**config.mk**
```make
export PLATFORM = sky130hd
export DESIGN_NAME = serial_reg_target
export DESIGN_NICKNAME = d
export VERILOG_FILES = /design/src/rtl/spi_tgt_pkg.sv /design/src/rtl/pin_sampler.sv /design/src/rtl/frame_ctrl.sv /design/src/rtl/tx_shifter.sv /design/src/rtl/serial_reg_target.sv
export SDC_FILE = /design/constraint.sdc
export NUM_CORES = 1
export LEC_CHECK = 0
export BUFFER_PORTS_ARGS = -buffer_cell sky130_fd_sc_hd__buf_2
export CAP_MARGIN = 25
export CORE_ASPECT_RATIO = 1.75
export CORE_MARGIN = 5
export CORE_UTILIZATION = 25
export DETAILED_ROUTE_END_ITERATION = 16
export PLACE_DENSITY_LB_ADDON = 0.15
export SLEW_MARGIN = 20
export SYNTH_ARGS = -nofsm -noshare
export SYNTH_HDL_FRONTEND = slang
export SYNTH_HIERARCHICAL = 1
export SYNTH_SLANG_ARGS = --single-unit
```
**constraint.sdc**
```tcl
create_clock -name clk -period 2.65 [get_ports clk]
set_clock_uncertainty 0.2 [all_clocks]
set_input_delay 0.1325 -clock clk [delete_from_list [all_inputs] [get_ports clk]]
set_output_delay 0.1325 -clock clk [all_outputs]
set_load 0.01 [all_outputs]
```
**src/rtl/spi_tgt_pkg.sv**
```systemverilog
// Package: shared widths and types for the serial register target.
// Assumes an 8-bit data byte and a 16-bit instruction whose top bit is the direction.
package spi_tgt_pkg;
    localparam int INSTR_W = 16;
    localparam int ADDR_W  = INSTR_W - 1;
    localparam int DATA_W  = 8;
    localparam int ICNT_W  = $clog2(INSTR_W);

    typedef enum logic {
        PH_INSTR = 1'b0,
        PH_DATA  = 1'b1
    } phase_t;
endpackage

```
**src/rtl/pin_sampler.sv**
```systemverilog
// Module: pin_sampler
// Brings the three asynchronous serial inputs into the system clock domain and
// detects serial clock edges. Assumes the serial clock is held high and low for
// at least a few system clocks each. All three inputs go through equal-depth
// pipes, so a data bit is seen in the same cycle as its rising edge.
module pin_sampler #(
    parameter int STAGES = 2
) (
    input  logic clk,
    input  logic rst_n,
    input  logic sck_i,
    input  logic sdi_i,
    input  logic cs_n_i,
    output logic sck_rise,
    output logic sck_fall,
    output logic sdi_q,
    output logic cs_act
);
    logic [STAGES:0]   sck_pipe;
    logic [STAGES-1:0] sdi_pipe;
    logic [STAGES-1:0] cs_pipe;

    // Shift each pin through its synchronizer; select resets to inactive.
    always_ff @(posedge clk) begin
        if (!rst_n) begin
            sck_pipe <= '0;
            sdi_pipe <= '0;
            cs_pipe  <= '1;
        end else begin
            sck_pipe <= {sck_pipe[STAGES-1:0], sck_i};
            sdi_pipe <= {sdi_pipe[STAGES-2:0], sdi_i};
            cs_pipe  <= {cs_pipe[STAGES-2:0], cs_n_i};
        end
    end

    // Edges are taken from the last two pipe stages.
    always_comb begin
        sck_rise = sck_pipe[STAGES-1] & ~sck_pipe[STAGES];
        sck_fall = ~sck_pipe[STAGES-1] & sck_pipe[STAGES];
        sdi_q    = sdi_pipe[STAGES-1];
        cs_act   = ~cs_pipe[STAGES-1];
    end
endmodule

```
**src/rtl/frame_ctrl.sv**
```systemverilog
// Module: frame_ctrl
// Receives the instruction and data bits of a frame, keeps the current register
// address and issues write and read strobes to the register port. The address
// steps down once per byte. A read is fetched one byte ahead: once after the
// instruction and once after every byte. Assumes the sampler's edge pulses are
// at least four cycles apart.
module frame_ctrl
    import spi_tgt_pkg::*;
(
    input  logic              clk,
    input  logic              rst_n,
    input  logic              cs_act,
    input  logic              sck_rise,
    input  logic              sdi_q,
    output logic [ADDR_W-1:0] addr_o,
    output logic              wr_o,
    output logic [DATA_W-1:0] wdata_o,
    output logic              rd_o,
    output logic              in_data_o
);
    phase_t              phase;
    logic [ICNT_W-1:0]   bitcnt;
    logic [INSTR_W-2:0]  sr;
    logic                is_rd;
    logic [ADDR_W-1:0]   addr;
    logic                wr_q;
    logic [DATA_W-1:0]   wdata_q;
    logic                rd_q;
    logic                step_q;

    localparam logic [ICNT_W-1:0] INSTR_LAST = ICNT_W'(INSTR_W - 1);
    localparam logic [ICNT_W-1:0] BYTE_LAST  = ICNT_W'(DATA_W - 1);

    // Frame sequencing: count bits, decode the instruction, commit bytes, step the address.
    always_ff @(posedge clk) begin
        if (!rst_n) begin
            phase   <= PH_INSTR;
            bitcnt  <= '0;
            sr      <= '0;
            is_rd   <= 1'b0;
            addr    <= '0;
            wr_q    <= 1'b0;
            wdata_q <= '0;
            rd_q    <= 1'b0;
            step_q  <= 1'b0;
        end else begin
            wr_q   <= 1'b0;
            rd_q   <= 1'b0;
            step_q <= 1'b0;
            if (step_q) begin
                addr <= addr - 1'b1;
                rd_q <= is_rd && cs_act;
            end
            if (!cs_act) begin
                phase  <= PH_INSTR;
                bitcnt <= '0;
            end else if (sck_rise) begin
                sr <= {sr[INSTR_W-3:0], sdi_q};
                if (phase == PH_INSTR) begin
                    if (bitcnt == INSTR_LAST) begin
                        phase  <= PH_DATA;
                        bitcnt <= '0;
                        is_rd  <= sr[INSTR_W-2];
                        addr   <= {sr[INSTR_W-3:0], sdi_q};
                        rd_q   <= sr[INSTR_W-2];
                    end else begin
                        bitcnt <= bitcnt + 1'b1;
                    end
                end else begin
                    if (bitcnt == BYTE_LAST) begin
                        bitcnt  <= '0;
                        step_q  <= 1'b1;
                        wr_q    <= ~is_rd;
                        wdata_q <= {sr[DATA_W-2:0], sdi_q};
                    end else begin
                        bitcnt <= bitcnt + 1'b1;
                    end
                end
            end
        end
    end

    // Drive the register port from the frame state.
    always_comb begin
        addr_o    = addr;
        wr_o      = wr_q;
        wdata_o   = wdata_q;
        rd_o      = rd_q;
        in_data_o = (phase == PH_DATA);
    end


    wr_single_pulse_chk: assert property (@(posedge clk) disable iff (!rst_n)
        wr_q |=> !wr_q);

    addr_step_down_chk: assert property (@(posedge clk) disable iff (!rst_n)
        wr_q |=> addr == $past(addr) - 1'b1);

    no_write_idle_chk: assert property (@(posedge clk) disable iff (!rst_n)
        !cs_act |=> !wr_q);

    no_rd_and_wr_chk: assert property (@(posedge clk) disable iff (!rst_n)
        !(rd_q && wr_q));
endmodule

```
**src/rtl/tx_shifter.sv**
```systemverilog
// Module: tx_shifter
// Holds the byte fetched for a read and shifts it out, most significant bit
// first, one bit per falling serial clock edge. Assumes the load strobe comes
// before the falling edge that starts the byte. Drives 0 outside read data.
module tx_shifter
    import spi_tgt_pkg::*;
(
    input  logic              clk,
    input  logic              rst_n,
    input  logic              cs_act,
    input  logic              in_data,
    input  logic              sck_fall,
    input  logic              load,
    input  logic [DATA_W-1:0] rdata,
    input  logic              hit,
    output logic              sdo_o
);
    logic [DATA_W-1:0] tx;
    logic              sdo_q;

    // Load fetched bytes (zero when unmapped) and shift them out on falling edges.
    always_ff @(posedge clk) begin
        if (!rst_n) begin
            tx    <= '0;
            sdo_q <= 1'b0;
        end else if (!cs_act || !in_data) begin
            tx    <= '0;
            sdo_q <= 1'b0;
        end else if (load) begin
            tx <= hit ? rdata : '0;
        end else if (sck_fall) begin
            sdo_q <= tx[DATA_W-1];
            tx    <= {tx[DATA_W-2:0], 1'b0};
        end
    end

    assign sdo_o = sdo_q;


    sdo_quiet_idle_chk: assert property (@(posedge clk) disable iff (!rst_n)
        (!cs_act || !in_data) |=> !sdo_q);

    unmapped_zero_chk: assert property (@(posedge clk) disable iff (!rst_n)
        (load && !hit && cs_act && in_data) |=> tx == '0);

    sdo_on_fall_chk: assert property (@(posedge clk) disable iff (!rst_n)
        (cs_act && in_data && !sck_fall) |=> $stable(sdo_q));
endmodule

```
**src/rtl/serial_reg_target.sv**
```systemverilog
// Module: serial_reg_target
// Top of the serial register target: pin sampling, frame control and the read
// shifter. Assumes the serial clock stays high and low for at least 8 system
// clocks each. The register port returns read data in the cycle of rf_rd_o.
module serial_reg_target
    import spi_tgt_pkg::*;
#(
    parameter int SYNC_STAGES = 2
) (
    input  logic              clk,
    input  logic              rst_n,
    input  logic              cs_n_i,
    input  logic              sck_i,
    input  logic              sdi_i,
    output logic              sdo_o,
    output logic [ADDR_W-1:0] rf_addr_o,
    output logic              rf_wr_o,
    output logic [DATA_W-1:0] rf_wdata_o,
    output logic              rf_rd_o,
    input  logic [DATA_W-1:0] rf_rdata_i,
    input  logic              rf_hit_i
);
    logic sck_rise, sck_fall, sdi_q, cs_act, in_data, rd;

    pin_sampler #(.STAGES(SYNC_STAGES)) u_pins (
        .clk(clk), .rst_n(rst_n), .sck_i(sck_i), .sdi_i(sdi_i), .cs_n_i(cs_n_i),
        .sck_rise(sck_rise), .sck_fall(sck_fall), .sdi_q(sdi_q), .cs_act(cs_act)
    );

    frame_ctrl u_ctrl (
        .clk(clk), .rst_n(rst_n), .cs_act(cs_act), .sck_rise(sck_rise), .sdi_q(sdi_q),
        .addr_o(rf_addr_o), .wr_o(rf_wr_o), .wdata_o(rf_wdata_o), .rd_o(rd),
        .in_data_o(in_data)
    );

    tx_shifter u_tx (
        .clk(clk), .rst_n(rst_n), .cs_act(cs_act), .in_data(in_data), .sck_fall(sck_fall),
        .load(rd), .rdata(rf_rdata_i), .hit(rf_hit_i), .sdo_o(sdo_o)
    );

    assign rf_rd_o = rd;
endmodule

```
* After elaboration in Yosys (flattened, before gate mapping) *
Index checks and enable logic that the tools add are counted.

storage, ports and cells
  flip-flop bits (word level) = 63
  input port bits = 14
  output and inout port bits = 26
  logic and storage cells = 60

cells by class
  $add $sub $neg = 2
  equal/unequal tests = 2
  muxes and demuxes = 19
  bitwise gates (word level) = 11
  reduce and logical (&&, ||, !) cells = 12

operators with widths
  cell                     number
  $mux W15                 5
  $mux W8                  3
  $sub A15 B1 Y15 const B  1
  $mux W4                  3
  $not A1 Y1               9
  $mux W1                  8
  $reduce_and A4 Y1        2
  $reduce_or A5 Y1         1
  $add A4 B1 Y4 const B    1
  $eq A4 B3 Y1 const B     1
  $eq A4 B4 Y1 const B     1
  $reduce_and A2 Y1        2
  $reduce_or A2 Y1         2
  $reduce_or A4 Y1         1
  $and A1 B1 Y1            2
  $reduce_bool A2 Y1       1
  $logic_and A1 B1 Y1      1
  $logic_not A1 Y1         1
  $logic_or A1 B1 Y1       1

* Logic depth before layout (Yosys ltp) *
  depth in word-level cells = 7
  depth in mapped cells = 7

* By module *
The synthesis kept the hierarchy.

by module, submodules not included
  module       times used  cells an instance  area each (um2)  sequential area each (um2)
  frame_ctrl   1           221                2024.4           940.9
  tx_shifter   1           48                 440.4            180.2
  pin_sampler  1           17                 200.2            140.1

* Worst setup path before layout *
Ideal clock, no wire load.

  kind = reg2reg
  start point = reg u_ctrl.addr[0], in the netlist u_ctrl/addr_o[0]
  end point = reg u_ctrl.addr[11], in the netlist u_ctrl/addr_o[11]
  arrival = 1.514 ns
  data required time = 2.306 ns
  slack = 0.792 ns
  cell stages (with the launch flop) = 6
  buffers on the path = 1
  period minus slack after synthesis = 1.858 ns
  path through = dfxtp_1 -> or4b_1 -> buf_6 -> nor4_4 -> xnor2_1 -> a22oi_2

on the way
  cells in the longest elaborated chain, start to end = 6

RTL lines
  item                    line              RTL
  start, declared         frame_ctrl.sv:25  logic [ADDR_W-1:0] addr;
  start signal, assigned  frame_ctrl.sv:51  addr <= addr - 1'b1;
  start signal, assigned  frame_ctrl.sv:64  addr <= {sr[INSTR_W-3:0], sdi_q};
  $sub A15 B1 Y15 *       frame_ctrl.sv:51
  $mux W15 *              frame_ctrl.sv:50  if (step_q) begin
  $mux W15                frame_ctrl.sv:60  if (bitcnt == INSTR_LAST) begin
  $mux W15                frame_ctrl.sv:59  if (phase == PH_INSTR) begin
  $mux W15                frame_ctrl.sv:57  end else if (sck_rise) begin
  $mux W15 *              frame_ctrl.sv:54  if (!cs_act) begin

Mark *: on every way between the ends. The rest lies on a longest branch, timed or not.
A chain may end at the register's enable or synchronous reset.

* Worst setup path after layout *
  start point = reg u_ctrl.step_q
  end point = reg u_ctrl.addr[11], in the netlist u_ctrl/addr_o[11]

on the way
  cells in the longest elaborated chain, start to end = 5

RTL lines
  item                    line              RTL
  start, declared         frame_ctrl.sv:29  logic step_q;
  start signal, assigned  frame_ctrl.sv:45  step_q <= 1'b0;
  start signal, assigned  frame_ctrl.sv:49  step_q <= 1'b0;
  start signal, assigned  frame_ctrl.sv:72  step_q <= 1'b1;
  $mux W15 *              frame_ctrl.sv:50
  $mux W15                frame_ctrl.sv:60
  $mux W15                frame_ctrl.sv:59
  $mux W15                frame_ctrl.sv:57
  $mux W15 *              frame_ctrl.sv:54

Marks and branches as above.

==> qor.yml <==
gp_congestion: 0.7196
grt_max_degree: 24
slowest_delay_ps: 640
die_w_um: 88.05
yosysSeqAreaShare_pct: 47.32
syn_area_per_cell_sq_um: 9.318
first_pass_iters: 4
peakVddDrop_mv: 0.3110
max_cap_viol_count: 0
setup-violations-final: 0
postLayoutCoreUtil_pct: 32.79
worstSetupPathType: "reg -> reg"
clk_pin_slew_ps: 50
grt_overflow: 0
detailed_place_hpwl_um: 4930
cp-end-kind: "flip-flop"
crit_required_ps: 2620
grt_use_total_pct: 11.88
htreeDepth: 3
diodes: 0
rsz0062_at_grt: "false"
grt_pass1_wl_um: 11830
antenna_left: 0
syn-cell-area_sq_mm: 0.002665
fillers: 1108
dpl_cell_area_sq_mm: 0.002973
finalCritPeriodShare_pct: 75.74
place_ws_ps: 636.4
viasPerCell: 4.650
status: "finished, final reports clean"
dieHeight_um: 146.6
hp-class: "reg -> reg"
rr_endpoint: "u_ctrl/addr_o[11]$_SDFF_PN0_"
critical_path_peak_fanout: 7
nets: 362
setup_slack_ps: 642.9
area_delta_synth_final_pct: 30.09
syn_nets: 302
ios: 40
synthMuxAreaShare_pct: 3.756
p_per_area_mw_per_mm2: 613.9
cts_buffers: 9
synthCells: 286
relSlewSlack_pct: 52.32
timing.setup.tns_ps: 0
rrSetupSlack_ps: 640
synthSimpleGateAreaFrac_pct: 23.10
async_flop_share_pct: 0
drt-total-wl_um: 7011
coreArea_sq_mm: 0.01057
clock_latency_ps: 330
drive_gt1_share_pct: 18.57
wl_per_cell_um: 14.61
cp-start-kind: "flip-flop"
root_buffer: "clkbuf_16"
max_freq_mhz: 498.2
cp_cell_sequence: "or4b_1, nor4_4, xnor2_1, a22oi_2"
cts_tree: "yes"
endpoint: "u_ctrl/addr_o[11]$_SDFF_PN0_"
startpoint: "u_ctrl/step_q$_SDFF_PN0_"
tightest_slew_ps: 710.5
critical_path.slowest_cell: "or4b_1"
rows: 50
synth-seq-cells: 63
yosys_most_used_dff: "dfxtp_1"
drc: 0
final_area_sq_mm: 0.003467
netlist-cell-type-count: 44
antenna_found_initial: 0
cts_resized: 0
p_leak_nw: 1.334
vias: 2232
ff2ff_path_depth: 4
dieArea_sq_mm: 0.01291
synth_edf_count: 0
period_minus_slack_ps: 2007
hold_ws_ps: 211.8
hold_violations: 0
first_global_vias: 2361
cp.arrival_ps: 1980
r2r-start: "u_ctrl/step_q$_SDFF_PN0_"
drt_iter0_markers: 84
synth_adder_area_share_pct: 0.9390
cts.path.max_buffers: 2
start_util_pct: 25.21
io_buffers: 39
cts_sinks: 63
postCtsSetupBuffers: 0
synthXorXnorAreaFrac_pct: 4.601
drv_slew: 0
synth-compound-area-share_pct: 16.57
synth_top_family_by_area: "simple AND/OR/NAND/NOR gates"
yosys_warnings: 6
[how the worst min path moves through the flow]
stage	end	slack (ps)	startpoint	depth (start not counted)
floorplan	u_pins/cs_pipe[1]$_SDFF_PN1_	6	rst_n	1
global placement	u_pins/cs_pipe[0]$_SDFF_PN1_	130	cs_n_i	2
detailed placement	u_pins/cs_pipe[0]$_SDFF_PN1_	130	cs_n_i	2
CTS	u_pins/cs_pipe[1]$_SDFF_PN1_	220	u_pins/cs_pipe[0]$_SDFF_PN1_	1
global route	u_pins/cs_pipe[1]$_SDFF_PN1_	230	u_pins/cs_pipe[0]$_SDFF_PN1_	1
finish	u_pins/cs_pipe[1]$_SDFF_PN1_	210	u_pins/cs_pipe[0]$_SDFF_PN1_	1
[repair_timing]
item                       CTS  global route
hold buffers                21             0
setup endpoints to repair    0             0
hold endpoints to repair    12             0
[routing by layer]
metal	track usage (%)	routed length [um]
met5	0	0
met2	21.30	3830
met4	6.127	161
met3	2.767	227
met1	12.47	2791
[cell usage in the layout, fill, tap and decap left out, types with 2 or more instances in the layout]
master         count
xnor2_1           10
clkinv_2           2
o211ai_1           2
clkbuf_16          9
inv_1              3
buf_4              5
nor2b_1           11
ha_1               2
nor4_1             2
buf_2             39
nor3_1             9
or3_1              2
nand3_1            2
nand2b_1           4
and4_1             2
dfxtp_1           63
a211oi_1          17
and2b_1            6
and2_1             7
a22oi_1            5
mux2i_1           10
a21oi_1            9
clkbuf_8           3
xor2_1             4
a21boi_0          12
o21ai_0           15
dlygate4sd3_1     21
nand2_1           40
nor2_1            15
[synth_stat cells, types with 3 or more instances]
| master | instances | area share, % |
|---|---|---|
| nor2_1 | 15 | 2.1 |
| inv_1 | 3 | 0.42 |
| buf_2 | 4 | 0.75 |
| a21boi_0 | 12 | 3.4 |
| a211oi_1 | 17 | 4.8 |
| and2_1 | 7 | 1.6 |
| xnor2_1 | 10 | 3.3 |
| nand2b_1 | 4 | 0.94 |
| nor2b_1 | 11 | 2.6 |
| nor3_1 | 9 | 1.7 |
| xor2_1 | 4 | 1.3 |
| o21ai_0 | 15 | 2.8 |
| and2b_1 | 6 | 1.7 |
| dfxtp_1 | 63 | 47 |
| buf_6 | 3 | 1.3 |
| a21oi_1 | 9 | 1.7 |
| a22oi_1 | 5 | 1.4 |
| nand2_1 | 40 | 5.6 |
| mux2i_1 | 10 | 3.8 |
| clkbuf_1 | 9 | 1.3 |
[worst max-delay path, delay by kind of cell (launching register included)]
kind	cells	cell delay (ps)
flops	1	440
compound gates	1	100
xor+xnor	1	160
simple gates	2	950
[area by class of cell]
| type | instances | area [sq um] | share of cell area [%] |
|---|---|---|---|
| timing repair buffer | 65 | 442.9 | 12.78 |
| tap | 130 | 162.7 | 4.691 |
| clock inverter | 3 | 17.52 | 0.5052 |
| clock buffer | 12 | 266.5 | 7.687 |
| sequential | 63 | 1261 | 36.38 |
| multi-input combinational | 204 | 1305 | 37.64 |
| inverter | 3 | 11.26 | 0.3248 |
[per-stage QoR]
step / std cells / power, mW
2_1_floorplan: 286 / 1.007
3_3_place_gp: 444 / 1.030
3_5_place_dp: 444 / 1.030
4_1_cts: 480 / 2.170
5_1_grt: 480 / 2.217
6_report: 480 / 2.129
[power by group]
part	switching (mW)	leakage (nW)	total, mW	internal (mW)
Sequential	0.00288	0.509	0.957	0.954
Clock	0.398	0.140	1.10	0.700
Combinational	0.0344	0.684	0.0747	0.0403
[registers in the layout, indices dropped and copies added (netlist names)]
signal            cells
u_ctrl/sr            15
u_ctrl/is_rd          1
u_tx/tx               8
u_ctrl/addr_o        15
u_pins/sdi_pipe       2
u_ctrl/wr_o           1
u_pins/cs_pipe        2
u_pins/sck_pipe       3
u_ctrl/step_q         1
u_ctrl/in_data_o      1
u_ctrl/bitcnt         4
u_ctrl/wdata_o        8
u_ctrl/rd_o           1
u_tx/sdo_o            1
[kinds of logic after synthesis]
| group | after synthesis |
|---|---|
| flops | 63 |
| compound gates | 66 |
| xor+xnor | 14 |
| buf+inv | 19 |
| simple gates | 112 |
| mux | 10 |
| fa+ha+maj | 2 |
Note: power is estimated with default switching activity, not from simulation.
